**config.mk**
```make
export PLATFORM = sky130hd
export DESIGN_NAME = booth_seq_mult
export DESIGN_NICKNAME = d
export VERILOG_FILES = /design/src/rtl/booth_pkg.sv /design/src/rtl/booth_recode.sv /design/src/rtl/booth_addsub.sv /design/src/rtl/booth_seq_ctrl.sv /design/src/rtl/booth_seq_mult.sv
export SDC_FILE = /design/constraint.sdc
export NUM_CORES = 1
export LEC_CHECK = 0
export ABC_AREA = 1
export CAP_MARGIN = 20
export CELL_PAD_IN_SITES_DETAIL_PLACEMENT = 1
export CELL_PAD_IN_SITES_GLOBAL_PLACEMENT = 1
export CORE_MARGIN = 2
export CORE_UTILIZATION = 25
export CTS_CLUSTER_SIZE = 25
export DETAILED_ROUTE_END_ITERATION = 8
export MAX_ROUTING_LAYER = met4
export PLACE_DENSITY = 0.61
export SLEW_MARGIN = 20
export SYNTH_ARGS = -nofsm -noshare
export SYNTH_HDL_FRONTEND = slang
export SYNTH_SLANG_ARGS = --single-unit
```
**constraint.sdc**
```tcl
create_clock -name clk -period 6.4 [get_ports clk]
set_input_delay 1.92 -clock clk [delete_from_list [all_inputs] [get_ports clk]]
set_output_delay 1.92 -clock clk [all_outputs]
set_load 0.05 [all_outputs]
```
**src/rtl/booth_pkg.sv**
```systemverilog
// Shared types for the Booth multiplier.
// Assumes: nothing beyond a SystemVerilog-2017 compiler.
package booth_pkg;

    // Action chosen for one iteration from the (bit0, guard) pair
    typedef enum logic [1:0] {
        BOOTH_HOLD = 2'd0,
        BOOTH_ADD  = 2'd1,
        BOOTH_SUB  = 2'd2
    } booth_op_e;

endpackage

```
**src/rtl/booth_recode.sv**
```systemverilog
// Radix-2 recoder: maps the lowest multiplier bit and the guard bit
// onto add / subtract / hold.
// Assumes: guard bit holds the multiplier bit shifted out last (0 at load).
module booth_recode
    import booth_pkg::*;
(
    input  logic      lsb,
    input  logic      guard,
    output booth_op_e op
);

    // Decode the bit pair into the iteration's action
    always_comb begin
        unique case ({lsb, guard})
            2'b01:   op = BOOTH_ADD;
            2'b10:   op = BOOTH_SUB;
            default: op = BOOTH_HOLD;
        endcase
    end

endmodule

```
**src/rtl/booth_addsub.sv**
```systemverilog
// Accumulator adder: acc +/- m, or acc unchanged.
// It returns the W-bit wrapped sum and the true sign of the exact result.
// The true sign comes from a W+1 bit sign-extended sum, so -m never has
// to fit in W bits.
// Assumes: acc and m are signed two's complement.
module booth_addsub
    import booth_pkg::*;
#(
    parameter int W = 16
) (
    input  logic [W-1:0] acc,
    input  logic [W-1:0] m,
    input  booth_op_e    op,
    output logic [W-1:0] sum,
    output logic         sign
);

    logic [W:0] a_ext;
    logic [W:0] b_ext;
    logic [W:0] total;
    logic       cin;

    // Select the addend and the carry-in from the recoded action
    always_comb begin
        a_ext = {acc[W-1], acc};
        unique case (op)
            BOOTH_ADD: begin b_ext = {m[W-1], m};    cin = 1'b0; end
            BOOTH_SUB: begin b_ext = ~{m[W-1], m};   cin = 1'b1; end
            default:   begin b_ext = '0;             cin = 1'b0; end
        endcase
        total = a_ext + b_ext + {{W{1'b0}}, cin};
        sum   = total[W-1:0];
        sign  = total[W];
    end

endmodule

```
**src/rtl/booth_seq_ctrl.sv**
```systemverilog
// Sequencer: accepts start while idle and runs exactly W iteration
// cycles. It then raises done and holds it until the next accepted start.
// Assumes: W >= 2.
module booth_seq_ctrl #(
    parameter int W = 16
) (
    input  logic clk,
    input  logic rst_n,
    input  logic start,
    output logic load,
    output logic step,
    output logic busy,
    output logic done
);

    localparam int CW = $clog2(W);
    localparam logic [CW-1:0] LAST = CW'(W - 1);

    logic [CW-1:0] iter_q;

    // A start is taken only while no run is in progress
    assign load = start && !busy;
    assign step = busy;

    // Track busy/done and count the iterations
    always_ff @(posedge clk) begin
        if (!rst_n) begin
            busy   <= 1'b0;
            done   <= 1'b0;
            iter_q <= '0;
        end else if (load) begin
            busy   <= 1'b1;
            done   <= 1'b0;
            iter_q <= '0;
        end else if (busy) begin
            if (iter_q == LAST) begin
                busy   <= 1'b0;
                done   <= 1'b1;
                iter_q <= '0;
            end else begin
                iter_q <= iter_q + 1'b1;
            end
        end
    end

endmodule

```
**src/rtl/booth_seq_mult.sv**
```systemverilog
// Top: sequential radix-2 Booth multiplier.
// Registers: acc (upper half), mq (multiplier, becomes the lower half),
// guard bit, and the captured multiplicand. Each step adds or subtracts the
// multiplicand as recoded, then shifts {acc, mq, guard} right arithmetically.
// Assumes: operands are signed two's complement; W >= 2.
module booth_seq_mult #(
    parameter int W = 16
) (
    input  logic           clk,
    input  logic           rst_n,
    input  logic           start,
    input  logic [W-1:0]   mcand,
    input  logic [W-1:0]   mplier,
    output logic           busy,
    output logic           done,
    output logic [2*W-1:0] product
);

    import booth_pkg::*;

    logic [W-1:0] acc_q;
    logic [W-1:0] mq_q;
    logic [W-1:0] mcand_q;
    logic         guard_q;
    logic         load;
    logic         step;
    booth_op_e    op;
    logic [W-1:0] sum;
    logic         sum_sign;

    booth_seq_ctrl #(.W(W)) u_ctrl (
        .clk   (clk),
        .rst_n (rst_n),
        .start (start),
        .load  (load),
        .step  (step),
        .busy  (busy),
        .done  (done)
    );

    booth_recode u_recode (
        .lsb   (mq_q[0]),
        .guard (guard_q),
        .op    (op)
    );

    booth_addsub #(.W(W)) u_addsub (
        .acc  (acc_q),
        .m    (mcand_q),
        .op   (op),
        .sum  (sum),
        .sign (sum_sign)
    );

    // Load operands on start; otherwise add/sub then arithmetic right shift
    always_ff @(posedge clk) begin
        if (!rst_n) begin
            acc_q   <= '0;
            mq_q    <= '0;
            mcand_q <= '0;
            guard_q <= 1'b0;
        end else if (load) begin
            acc_q   <= '0;
            mq_q    <= mplier;
            mcand_q <= mcand;
            guard_q <= 1'b0;
        end else if (step) begin
            acc_q   <= {sum_sign, sum[W-1:1]};
            mq_q    <= {sum[0], mq_q[W-1:1]};
            guard_q <= mq_q[0];
        end
    end

    assign product = {acc_q, mq_q};

endmodule

```
==> impl_metrics.prom, run 1 <==
# TYPE chip_impl_metric gauge
chip_impl_info{name="outcome",value="finished, final reports clean"} 1
chip_impl_metric{name="grt_first_pass_wirelength",unit="um"} 17900
chip_impl_metric{name="overflow",unit=""} 0
chip_impl_metric{name="ctsHtreeMaxLevel",unit=""} 2
chip_impl_metric{name="floorplan.core_area",unit="sq um"} 13200
chip_impl_metric{name="globalRouteTotalUtil",unit="%"} 15.9
chip_impl_metric{name="maximum_frequency_from_static_timing_analysis",unit="GHz"} 0.288
chip_impl_info{name="cp_top_delay_family",value="buffers and inverters"} 1
chip_impl_info{name="timing.critical_path.to_type",value="primary output"} 1
chip_impl_metric{name="timing.final.setup_violations",unit=""} 0
chip_impl_metric{name="grt_pass1_vias",unit=""} 3634
chip_impl_metric{name="post_cts_gate_resize_count",unit=""} 0
chip_impl_info{name="worst_setup_path_start_kind",value="flop"} 1
chip_impl_info{name="dominantRegCellSynth",value="dfxtp_1"} 1
chip_impl_info{name="netlist_top_cells_count",value="163 x nand2_1, 87 x inv_1, 81 x nor2_1, 55 x dfxtp_1, 36 x nand3_1"} 1
chip_impl_metric{name="final_hpwl_from_detailed_placement",unit="um"} 7930
chip_impl_metric{name="die_width",unit="um"} 120
chip_impl_metric{name="synthesis.yosys.warnings",unit=""} 0
chip_impl_metric{name="vdd_drop_max",unit="uV"} 130
chip_impl_metric{name="share_of_the_synthesized_area_in_the_top_cell_type",unit="%"} 32.8
chip_impl_metric{name="detailedRoute.firstIterationViolations",unit=""} 101
chip_impl_info{name="tritoncts_clock_tree",value="built"} 1
chip_impl_metric{name="power.density_cell_area",unit="nW/um^2"} 230
chip_impl_metric{name="postRouteAntennaNets",unit=""} 0
chip_impl_info{name="yosys.area.top_type",value="dfxtp_1"} 1
chip_impl_metric{name="worst_slew_margin_rel",unit="%"} 40.9
chip_impl_metric{name="seq_area_frac_synth",unit="%"} 32.8
chip_impl_metric{name="design.portCount",unit=""} 69
chip_impl_metric{name="netlist_instances",unit=""} 542
chip_impl_metric{name="ys_seq_elements",unit=""} 55
chip_impl_metric{name="timing.final.crit_period",unit="ps"} 3480
chip_impl_metric{name="antenna_found_initial",unit=""} 0
chip_impl_metric{name="critical_path_peak_fanout",unit=""} 4
chip_impl_metric{name="cts_hold_buf",unit=""} 0
chip_impl_info{name="synthTopCellsByArea",value="dfxtp_1 33%, nand2_1 18%, inv_1 9.7%"} 1
chip_impl_metric{name="p_total",unit="mW"} 1.00
chip_impl_metric{name="routed-via-count",unit=""} 3454
chip_impl_metric{name="via_per_inst",unit=""} 4.44
chip_impl_metric{name="synth.cell_area",unit="sq um"} 3360
chip_impl_metric{name="dieArea",unit="sq um"} 14400
chip_impl_metric{name="path_clk_slew",unit="ps"} 70
chip_impl_metric{name="io_buffer_count",unit=""} 68
chip_impl_metric{name="maximum_number_of_pins_on_one_net_before_global_route_repair",unit=""} 49
chip_impl_info{name="yosys.cell_count.top_type",value="nand2_1"} 1
chip_impl_metric{name="initial_utilization",unit="%"} 25.5
chip_impl_info{name="cts_root_buffer",value="clkbuf_16"} 1
chip_impl_info{name="critPathSlowestCell",value="clkdlybuf4s50_1"} 1
chip_impl_metric{name="critical_path_buf_inv_count",unit=""} 1
chip_impl_metric{name="required",unit="ps"} 4480
chip_impl_metric{name="cts_num_sinks",unit=""} 55
chip_impl_metric{name="synth.avg_cell_area",unit="sq um"} 6.20
chip_impl_metric{name="setup_skew_after_layout",unit="ps"} 2.15
chip_impl_metric{name="die_h",unit="um"} 120
chip_impl_metric{name="static-leakage-power",unit="nW"} 2.16
chip_impl_metric{name="drtPass1Iterations",unit=""} 4
chip_impl_metric{name="timing.setup.tns",unit="ps"} 0
chip_impl_metric{name="cts_made_buffers",unit=""} 5
chip_impl_metric{name="maxSlewViolCount",unit=""} 0
chip_impl_metric{name="drcViolationCount",unit=""} 0
chip_impl_metric{name="synth_edf_count",unit=""} 0
chip_impl_info{name="class_of_the_worst_hold_path",value="flop to flop"} 1
chip_impl_metric{name="tightestPinTransition",unit="ps"} 883
chip_impl_metric{name="area_of_placed_instances",unit="sq um"} 4180
chip_impl_metric{name="design_area",unit="sq um"} 4370
chip_impl_info{name="worst-setup-path-type",value="flop to primary output"} 1
chip_impl_metric{name="fillers",unit=""} 1702
chip_impl_metric{name="multiInputGateArea",unit="sq um"} 1820
chip_impl_metric{name="register_area",unit="sq um"} 1100
chip_impl_metric{name="syn_nets",unit=""} 595
chip_impl_metric{name="layoutNonFillerInstCount",unit=""} 778
chip_impl_info{name="timing.critical_path.from",value="acc_q[1]$_SDFFE_PP0P_"} 1
chip_impl_metric{name="ctsLongestPathBuffers",unit=""} 2
chip_impl_metric{name="total_number_of_placement_rows",unit=""} 42
chip_impl_metric{name="final_net_count",unit=""} 654
chip_impl_metric{name="route.detailed.wl_per_inst",unit="um"} 13.4
chip_impl_metric{name="flow.area_growth_from_synthesis",unit="%"} 30.1
chip_impl_metric{name="final.period_utilization",unit="%"} 54.3
chip_impl_info{name="unrepaired_setup_endpoints_after_global_routing",value="no"} 1
chip_impl_metric{name="critical_path.max_stage_delay",unit="ps"} 840
chip_impl_metric{name="postRouteWirelength",unit="um"} 10400
chip_impl_info{name="rr_startpoint",value="mq_q[0]$_SDFFE_PN0P_"} 1
chip_impl_metric{name="numPlacedInstances",unit=""} 770
chip_impl_metric{name="timing_hold_violations_final",unit=""} 0
chip_impl_metric{name="globalplace.congestion",unit=""} 0.829
chip_impl_info{name="crit_chain",value="clkdlybuf4s50_1"} 1
chip_impl_info{name="worst_hold_startpoint",value="guard_q$_SDFFE_PP0P_"} 1
chip_impl_metric{name="synth_async_sr_flop_share",unit="%"} 0
chip_impl_metric{name="antennaDiodeCount",unit=""} 0
chip_impl_metric{name="worst_skew_pair.late_latency",unit="ps"} 300
chip_impl_metric{name="proportion_of_layout_cells_with_a_drive_suffix_above_1",unit="%"} 2.99
chip_impl_metric{name="post_cts_repair_setup_buffers",unit=""} 0
chip_impl_metric{name="max-cap-violations",unit=""} 0
chip_impl_metric{name="yosysUniqueCellTypes",unit=""} 26
chip_impl_metric{name="reg2reg_setup_slack",unit="ps"} 3360
chip_impl_metric{name="worstPathArrival",unit="ps"} 1560
==> worst paths after layout <==
path                            end  cells after the start
max                     product[17]                      1
min            guard_q$_SDFFE_PP0P_                      2
max reg2reg  acc_q[13]$_SDFFE_PP0P_                     15
min reg2reg    guard_q$_SDFFE_PP0P_                      2
==> per-layer routing <==
metal  track usage, %  up-vias  share of wire [%]
li1                 -     1782                  -
met1             20.1     1599                 48
met2             26.0       62                 46
met3             2.99       11                4.2
met4             4.26        0                1.3
met5                -        -                  0
==> registers in the layout, summed over array words and instances (netlist names) <==
signal         flops
mq_q              16
acc_q             16
mcand_q           16
u_ctrl.done        1
u_ctrl.busy        1
u_ctrl.iter_q      4
guard_q            1
==> per-stage QoR <==
step	util, %	hold slack [ps]	setup slack (ps)
5_1_grt	33.1	536	2770
3_3_place_gp	31.7	470	2720
6_report	33.1	491	2920
4_1_cts	33.1	493	2890
2_1_floorplan	-	455	3790
3_5_place_dp	31.7	466	2600
==> area by class of cell <==
| class | instances | area share (%) |
|---|---|---|
| multi-input combinational | 378 | 41.7 |
| sequential | 55 | 25.2 |
| timing repair buffer | 70 | 15.9 |
| inverter | 91 | 7.87 |
| tap | 176 | 5.04 |
| clock buffer | 6 | 2.95 |
| clock inverter | 2 | 1.37 |
==> cells in the final DEF (no fill, tap or decap), drive strengths merged <==
cell type and instances:
nand2 164, inv 91, nor2 83, clkdlybuf4s50 68, dfxtp 55, nand3 36, a21oi 30, o21ai 19
ha 16, o211ai 10, nor3 9, clkbuf 6, xnor2 3, or2 2, nand3b 2, fa 2
bufinv 2, buf 2, xor2 1, o221ai 1
==> cell families (layout without fill, tap and decap cells) <==
family                   Yosys count  in the layout  share of synthesized area, %
flip-flops                        55             55                          32.8
XOR/XNOR                           4              4                          1.04
adder cells (fa/ha/maj)           18             18                          7.15
buffers and inverters            109            169                          13.0
AO/OA/AOI/OAI                     60             60                          9.80
AND/OR/NAND/NOR                  296            296                          36.2
==> power breakdown <==
group	internal [mW]	switching (mW)	leakage, nW	total [mW]
clock	0.225	0.129	0.0911	0.354
combinational	0.0977	0.169	1.62	0.267
sequential	0.364	0.0187	0.452	0.383
total	0.686	0.317	2.16	1.00
Power figures use the tool's default switching activity.
==> inputs of run 2 (changes only) <==
clock period = 3.6 ns   (was 6.4 ns; I/O delays follow)
==> impl_metrics.prom, run 2 (synthesis results as in run 1) <==
# TYPE chip_impl_metric gauge
chip_impl_info{name="outcome",value="finished, final reports clean"} 1
chip_impl_metric{name="die_h",unit="um"} 120
chip_impl_metric{name="via_per_inst",unit=""} 4.44
chip_impl_metric{name="postRouteWirelength",unit="um"} 10400
chip_impl_metric{name="final.period_utilization",unit="%"} 78.7
chip_impl_metric{name="ctsLongestPathBuffers",unit=""} 2
chip_impl_metric{name="required",unit="ps"} 3800
chip_impl_metric{name="cts_num_sinks",unit=""} 55
chip_impl_metric{name="maximum_frequency_from_static_timing_analysis",unit="GHz"} 0.353
chip_impl_metric{name="area_of_placed_instances",unit="sq um"} 4190
chip_impl_metric{name="hold_depth",unit=""} 2
chip_impl_info{name="mostFrequentLayoutCell",value="nand2_1"} 1
chip_impl_metric{name="drtPass1Iterations",unit=""} 5
chip_impl_metric{name="reg2reg_setup_slack",unit="ps"} 770
chip_impl_info{name="crit-reg2reg-capture",value="acc_q[15]$_SDFFE_PP0P_"} 1
chip_impl_metric{name="max-cap-violations",unit=""} 0
chip_impl_metric{name="maximum_number_of_pins_on_one_net_before_global_route_repair",unit=""} 34
chip_impl_metric{name="design_area",unit="sq um"} 4340
chip_impl_metric{name="design.portCount",unit=""} 69
chip_impl_metric{name="antenna_found_initial",unit=""} 0
chip_impl_metric{name="route.detailed.wl_per_inst",unit="um"} 13.4
chip_impl_info{name="tritoncts_clock_tree",value="built"} 1
chip_impl_metric{name="detailedRoute.firstIterationViolations",unit=""} 83
chip_impl_metric{name="maxSlewViolCount",unit=""} 0
chip_impl_metric{name="timing.final.setup_violations",unit=""} 0
chip_impl_info{name="unrepaired_setup_endpoints_after_global_routing",value="no"} 1
chip_impl_metric{name="postRouteAntennaNets",unit=""} 0
chip_impl_metric{name="worstPathArrival",unit="ps"} 3040
chip_impl_metric{name="vdd_drop_max",unit="uV"} 177
chip_impl_metric{name="final_hpwl_from_detailed_placement",unit="um"} 7980
chip_impl_metric{name="static-leakage-power",unit="nW"} 2.15
chip_impl_metric{name="io_buffer_count",unit=""} 68
chip_impl_metric{name="total_number_of_placement_rows",unit=""} 42
chip_impl_metric{name="post_route_hold_slack",unit="ps"} 496
chip_impl_metric{name="antennaDiodeCount",unit=""} 0
chip_impl_metric{name="die_width",unit="um"} 120
chip_impl_metric{name="worst_skew_pair.late_latency",unit="ps"} 300
chip_impl_metric{name="final_net_count",unit=""} 656
chip_impl_metric{name="ctsHtreeMaxLevel",unit=""} 2
chip_impl_metric{name="floorplan.core_area",unit="sq um"} 13200
chip_impl_info{name="largest_registers_in_the_final_layout",value="acc_q (16), mcand_q (16), mq_q (16)"} 1
chip_impl_metric{name="timing.setup.tns",unit="ps"} 0
chip_impl_metric{name="globalplace.congestion",unit=""} 0.818
chip_impl_metric{name="proportion_of_layout_cells_with_a_drive_suffix_above_1",unit="%"} 3.48
chip_impl_metric{name="cts_made_buffers",unit=""} 5
chip_impl_metric{name="overflow",unit=""} 0
chip_impl_info{name="cts_root_buffer",value="clkbuf_16"} 1
chip_impl_metric{name="grt_first_pass_wirelength",unit="um"} 17700
chip_impl_info{name="timing.critical_path.to_type",value="flop"} 1
chip_impl_metric{name="dieArea",unit="sq um"} 14400
chip_impl_info{name="worst_hold_startpoint",value="guard_q$_SDFFE_PP0P_"} 1
chip_impl_metric{name="drcViolationCount",unit=""} 0
chip_impl_metric{name="tightestPinTransition",unit="ps"} 725
chip_impl_info{name="timing.critical_path.from",value="mq_q[0]$_SDFFE_PN0P_"} 1
chip_impl_info{name="rr_startpoint",value="mq_q[0]$_SDFFE_PN0P_"} 1
chip_impl_metric{name="worst_slew_margin_rel",unit="%"} 51.6
chip_impl_info{name="worst-setup-path-type",value="flop to flop"} 1
chip_impl_metric{name="power.density_cell_area",unit="nW/um^2"} 383
chip_impl_metric{name="path_clk_slew",unit="ps"} 80
chip_impl_metric{name="p_total",unit="mW"} 1.66
chip_impl_metric{name="post_cts_gate_resize_count",unit=""} 0
chip_impl_metric{name="initial_utilization",unit="%"} 25.5
chip_impl_metric{name="critical_path_peak_fanout",unit=""} 16
chip_impl_info{name="class_of_the_worst_hold_path",value="flop to flop"} 1
chip_impl_info{name="hold_end",value="guard_q$_SDFFE_PP0P_"} 1
chip_impl_metric{name="worst_r2r_path_depth",unit=""} 15
chip_impl_metric{name="flow.area_growth_from_synthesis",unit="%"} 29.1
chip_impl_metric{name="grt_pass1_vias",unit=""} 3641
chip_impl_info{name="most-common-layout-cells",value="163 x nand2_1, 87 x inv_1, 81 x nor2_1"} 1
chip_impl_metric{name="timing.final.crit_period",unit="ps"} 2830
chip_impl_metric{name="routed-via-count",unit=""} 3455
chip_impl_metric{name="cts_hold_buf",unit=""} 0
chip_impl_info{name="worst_setup_path_start_kind",value="flop"} 1
chip_impl_metric{name="post_cts_repair_setup_buffers",unit=""} 0
chip_impl_metric{name="setup_skew_after_layout",unit="ps"} 4.10
chip_impl_metric{name="globalRouteTotalUtil",unit="%"} 15.8
chip_impl_metric{name="timing_hold_violations_final",unit=""} 0
[run 2: cell type report]
cell class	instances	area (sq um)
Fill cell	1705	8850
Tap cell	176	220
Inverter	91	344
Clock inverter	2	16.3
Sequential cell	55	1100
Clock buffer	5	125
Timing Repair Buffer	72	708
Multi-Input combinational cell	378	1820
[run 2: worst max path at each step]
stage                             end  slack, ps  cells past startpoint
2_1_floorplan  acc_q[15]$_SDFFE_PP0P_       1120                     16
3_3_place_gp    acc_q[2]$_SDFFE_PP0P_        770                      8
3_5_place_dp    acc_q[3]$_SDFFE_PP0P_        720                      8
4_1_cts        acc_q[15]$_SDFFE_PP0P_        720                     15
5_1_grt        acc_q[11]$_SDFFE_PP0P_        460                     15
6_report       acc_q[15]$_SDFFE_PP0P_        770                     15
[run 2: power by group]
group / internal (mW) / total [mW] / switching (mW)
combinational: 0.175 / 0.472 / 0.297
sequential: 0.647 / 0.679 / 0.0323
clock: 0.258 / 0.509 / 0.251
total: 1.08 / 1.66 / 0.580
[run 2: per-stage QoR]
stage                     setup slack, ps  std cells  utilization, %
after CTS                             720        779            32.9
after global placement                766        772            31.8
after floorplan                      1120        542               -
after global routing                  464        779            32.9
after detailed placement              720        772            31.8
final                                 765        779            32.9
[run 2: worst max-delay path, cell delays in order (launching register included)]
cell     delay, ps
dfxtp_1        390
inv_1           90
nand2_1        420
a21oi_1        170
fa_1           430
fa_1           430
nand2_1        100
nand2_1        100
nand3_1        120
nand2_1        120
nand2_1        110
nand2_1         50
nand2_1         60
nand3_1         60
nand2_1         60
inv_1           30
[run 2: layer usage]
layer	track usage (%)	vias up	wire length (um)
li1	-	1788	-
met4	5.44	0	249
met1	18.9	1578	4860
met3	3.47	16	468
met2	26.3	73	4830
met5	-	-	0
==> inputs of run 3 (changes only) <==
clock period = 2.72 ns   (was 3.6 ns; I/O delays follow)
==> impl_metrics.prom, run 3 (synthesis results as in run 1) <==
# TYPE chip_impl_metric gauge
chip_impl_metric{name="worst_skew_pair.late_latency",unit="ps"} 310
chip_impl_metric{name="via_per_inst",unit=""} 4.42
chip_impl_metric{name="final_net_count",unit=""} 661
chip_impl_metric{name="worst_slew_margin_rel",unit="%"} 63.2
chip_impl_info{name="unrepaired_setup_endpoints_after_global_routing",value="no"} 1
chip_impl_metric{name="dieArea",unit="sq um"} 14400
chip_impl_metric{name="power.density_cell_area",unit="nW/um^2"} 515
chip_impl_metric{name="setup_skew_after_layout",unit="ps"} 5.98
chip_impl_metric{name="route.detailed.wl_per_inst",unit="um"} 13.6
chip_impl_metric{name="cts_num_sinks",unit=""} 55
chip_impl_info{name="worst_setup_path_start_kind",value="flop"} 1
chip_impl_metric{name="globalplace.congestion",unit=""} 0.821
chip_impl_info{name="hold_end",value="u_ctrl.iter_q[1]$_SDFFE_PP0P_"} 1
chip_impl_metric{name="die_width",unit="um"} 120
chip_impl_metric{name="design_area",unit="sq um"} 4400
chip_impl_metric{name="timing.setup.tns",unit="ps"} 0
chip_impl_metric{name="grt_pass1_vias",unit=""} 3614
chip_impl_metric{name="flow.area_growth_from_synthesis",unit="%"} 31.1
chip_impl_metric{name="maxSlewViolCount",unit=""} 0
chip_impl_metric{name="tightestPinTransition",unit="ps"} 551
chip_impl_metric{name="required",unit="ps"} 2930
chip_impl_metric{name="postRouteWirelength",unit="um"} 10700
chip_impl_metric{name="total_number_of_placement_rows",unit=""} 42
chip_impl_metric{name="ctsHtreeMaxLevel",unit=""} 2
chip_impl_info{name="crit-reg2reg-capture",value="acc_q[15]$_SDFFE_PP0P_"} 1
chip_impl_metric{name="cts_hold_buf",unit=""} 0
chip_impl_metric{name="grt_first_pass_wirelength",unit="um"} 18000
chip_impl_metric{name="max-cap-violations",unit=""} 0
chip_impl_metric{name="reg2reg_setup_slack",unit="ps"} 290
chip_impl_metric{name="antennaDiodeCount",unit=""} 0
chip_impl_info{name="outcome",value="finished, final reports clean"} 1
chip_impl_metric{name="worst_r2r_path_depth",unit=""} 15
chip_impl_metric{name="antenna_found_initial",unit=""} 0
chip_impl_info{name="worst_hold_startpoint",value="u_ctrl.iter_q[1]$_SDFFE_PP0P_"} 1
chip_impl_metric{name="vdd_drop_max",unit="uV"} 229
chip_impl_info{name="most-common-layout-cells",value="163 x nand2_1, 87 x inv_1, 81 x nor2_1"} 1
chip_impl_metric{name="drtPass1Iterations",unit=""} 4
chip_impl_metric{name="globalRouteTotalUtil",unit="%"} 16.2
chip_impl_metric{name="hold_depth",unit=""} 2
chip_impl_info{name="largest_registers_in_the_final_layout",value="acc_q (16), mcand_q (16), mq_q (16)"} 1
chip_impl_metric{name="die_h",unit="um"} 120
chip_impl_metric{name="timing_hold_violations_final",unit=""} 0
chip_impl_metric{name="initial_utilization",unit="%"} 25.5
chip_impl_metric{name="proportion_of_layout_cells_with_a_drive_suffix_above_1",unit="%"} 4.43
chip_impl_metric{name="drcViolationCount",unit=""} 0
chip_impl_info{name="class_of_the_worst_hold_path",value="flop to flop"} 1
chip_impl_metric{name="path_clk_slew",unit="ps"} 80
chip_impl_info{name="timing.critical_path.to_type",value="flop"} 1
chip_impl_info{name="mostFrequentLayoutCell",value="nand2_1"} 1
chip_impl_info{name="tritoncts_clock_tree",value="built"} 1
chip_impl_metric{name="ctsLongestPathBuffers",unit=""} 2
chip_impl_metric{name="p_total",unit="mW"} 2.27
chip_impl_metric{name="floorplan.core_area",unit="sq um"} 13200
chip_impl_metric{name="post_route_hold_slack",unit="ps"} 493
chip_impl_metric{name="post_cts_repair_setup_buffers",unit=""} 0
chip_impl_info{name="worst-setup-path-type",value="flop to flop"} 1
chip_impl_metric{name="timing.final.crit_period",unit="ps"} 2430
chip_impl_metric{name="postRouteAntennaNets",unit=""} 0
chip_impl_metric{name="final.period_utilization",unit="%"} 89.2
chip_impl_metric{name="worstPathArrival",unit="ps"} 2640
chip_impl_metric{name="maximum_frequency_from_static_timing_analysis",unit="GHz"} 0.412
chip_impl_metric{name="io_buffer_count",unit=""} 68
chip_impl_metric{name="routed-via-count",unit=""} 3467
chip_impl_metric{name="overflow",unit=""} 0
chip_impl_info{name="cts_root_buffer",value="clkbuf_16"} 1
chip_impl_info{name="rr_startpoint",value="mq_q[0]$_SDFFE_PN0P_"} 1
chip_impl_metric{name="post_cts_gate_resize_count",unit=""} 0
chip_impl_metric{name="maximum_number_of_pins_on_one_net_before_global_route_repair",unit=""} 33
chip_impl_metric{name="critical_path_peak_fanout",unit=""} 9
chip_impl_metric{name="static-leakage-power",unit="nW"} 2.19
chip_impl_metric{name="cts_made_buffers",unit=""} 5
chip_impl_metric{name="timing.final.setup_violations",unit=""} 0
chip_impl_metric{name="design.portCount",unit=""} 69
chip_impl_metric{name="detailedRoute.firstIterationViolations",unit=""} 109
chip_impl_metric{name="final_hpwl_from_detailed_placement",unit="um"} 8160
chip_impl_metric{name="area_of_placed_instances",unit="sq um"} 4240
[run 3: cell count changes in the layout (fill, tap and decap cells not counted), sizes merged]
cell / delta
clkbuf: +2
buf: +5
inv: -1
[run 3: worst max-delay path, cell delays in order (launching register included)]
cell	delay [ps]
dfxtp_1	330
inv_1	90
nor2_2	50
buf_4	170
fa_1	430
fa_1	440
nand2_1	100
nand2_1	90
nand3_1	120
nand2_1	120
nand2_1	110
nand2_1	50
nand2_1	70
nand3_1	70
nand2_1	70
inv_1	30
[run 3: where the power goes]
group	internal (mW)	leakage, nW	switching (mW)
clock network	0.394	0.0761	0.336
registers	0.856	0.452	0.0437
logic	0.240	1.66	0.399
[run 3: layer usage]
metal / global-route usage (%) / wire length (um) / vias up
met2: 27.1 / 5110 / 56
met3: 3.23 / 420 / 10
met4: 5.66 / 174 / 0
li1: - / - / 1798
met1: 19.4 / 4950 / 1603
met5: - / 0 / -
[run 3: metrics by stage]
step	setup WS, ps	instances	util (%)
final	294	785	33.4
after global placement	364	777	32.2
after global routing	35.6	785	33.4
after CTS	280	785	33.4
after floorplan	238	542	-
after detailed placement	310	777	32.2
[run 3: worst max-delay path by stage]
| stage | start | slack [ps] | cells past startpoint | to |
|---|---|---|---|---|
| floorplan | mq_q[0]$_SDFFE_PN0P_ | 240 | 16 | acc_q[15]$_SDFFE_PP0P_ |
| global placement | mq_q[0]$_SDFFE_PN0P_ | 360 | 15 | acc_q[11]$_SDFFE_PP0P_ |
| detailed placement | mq_q[0]$_SDFFE_PN0P_ | 310 | 15 | acc_q[15]$_SDFFE_PP0P_ |
| CTS | acc_q[1]$_SDFFE_PP0P_ | 280 | 1 | product[17] |
| global route | mq_q[0]$_SDFFE_PN0P_ | 40 | 15 | acc_q[15]$_SDFFE_PP0P_ |
| finish | mq_q[0]$_SDFFE_PN0P_ | 290 | 15 | acc_q[15]$_SDFFE_PP0P_ |
[run 3: final cells by class]
cell class / instances / area (sq um)
sequential: 55 / 1100
clock inverter: 1 / 7.51
timing repair buffer: 77 / 758
fill: 1731 / 8790
clock buffer: 7 / 153
inverter: 91 / 344
multi-input combinational: 378 / 1820
tap: 176 / 220
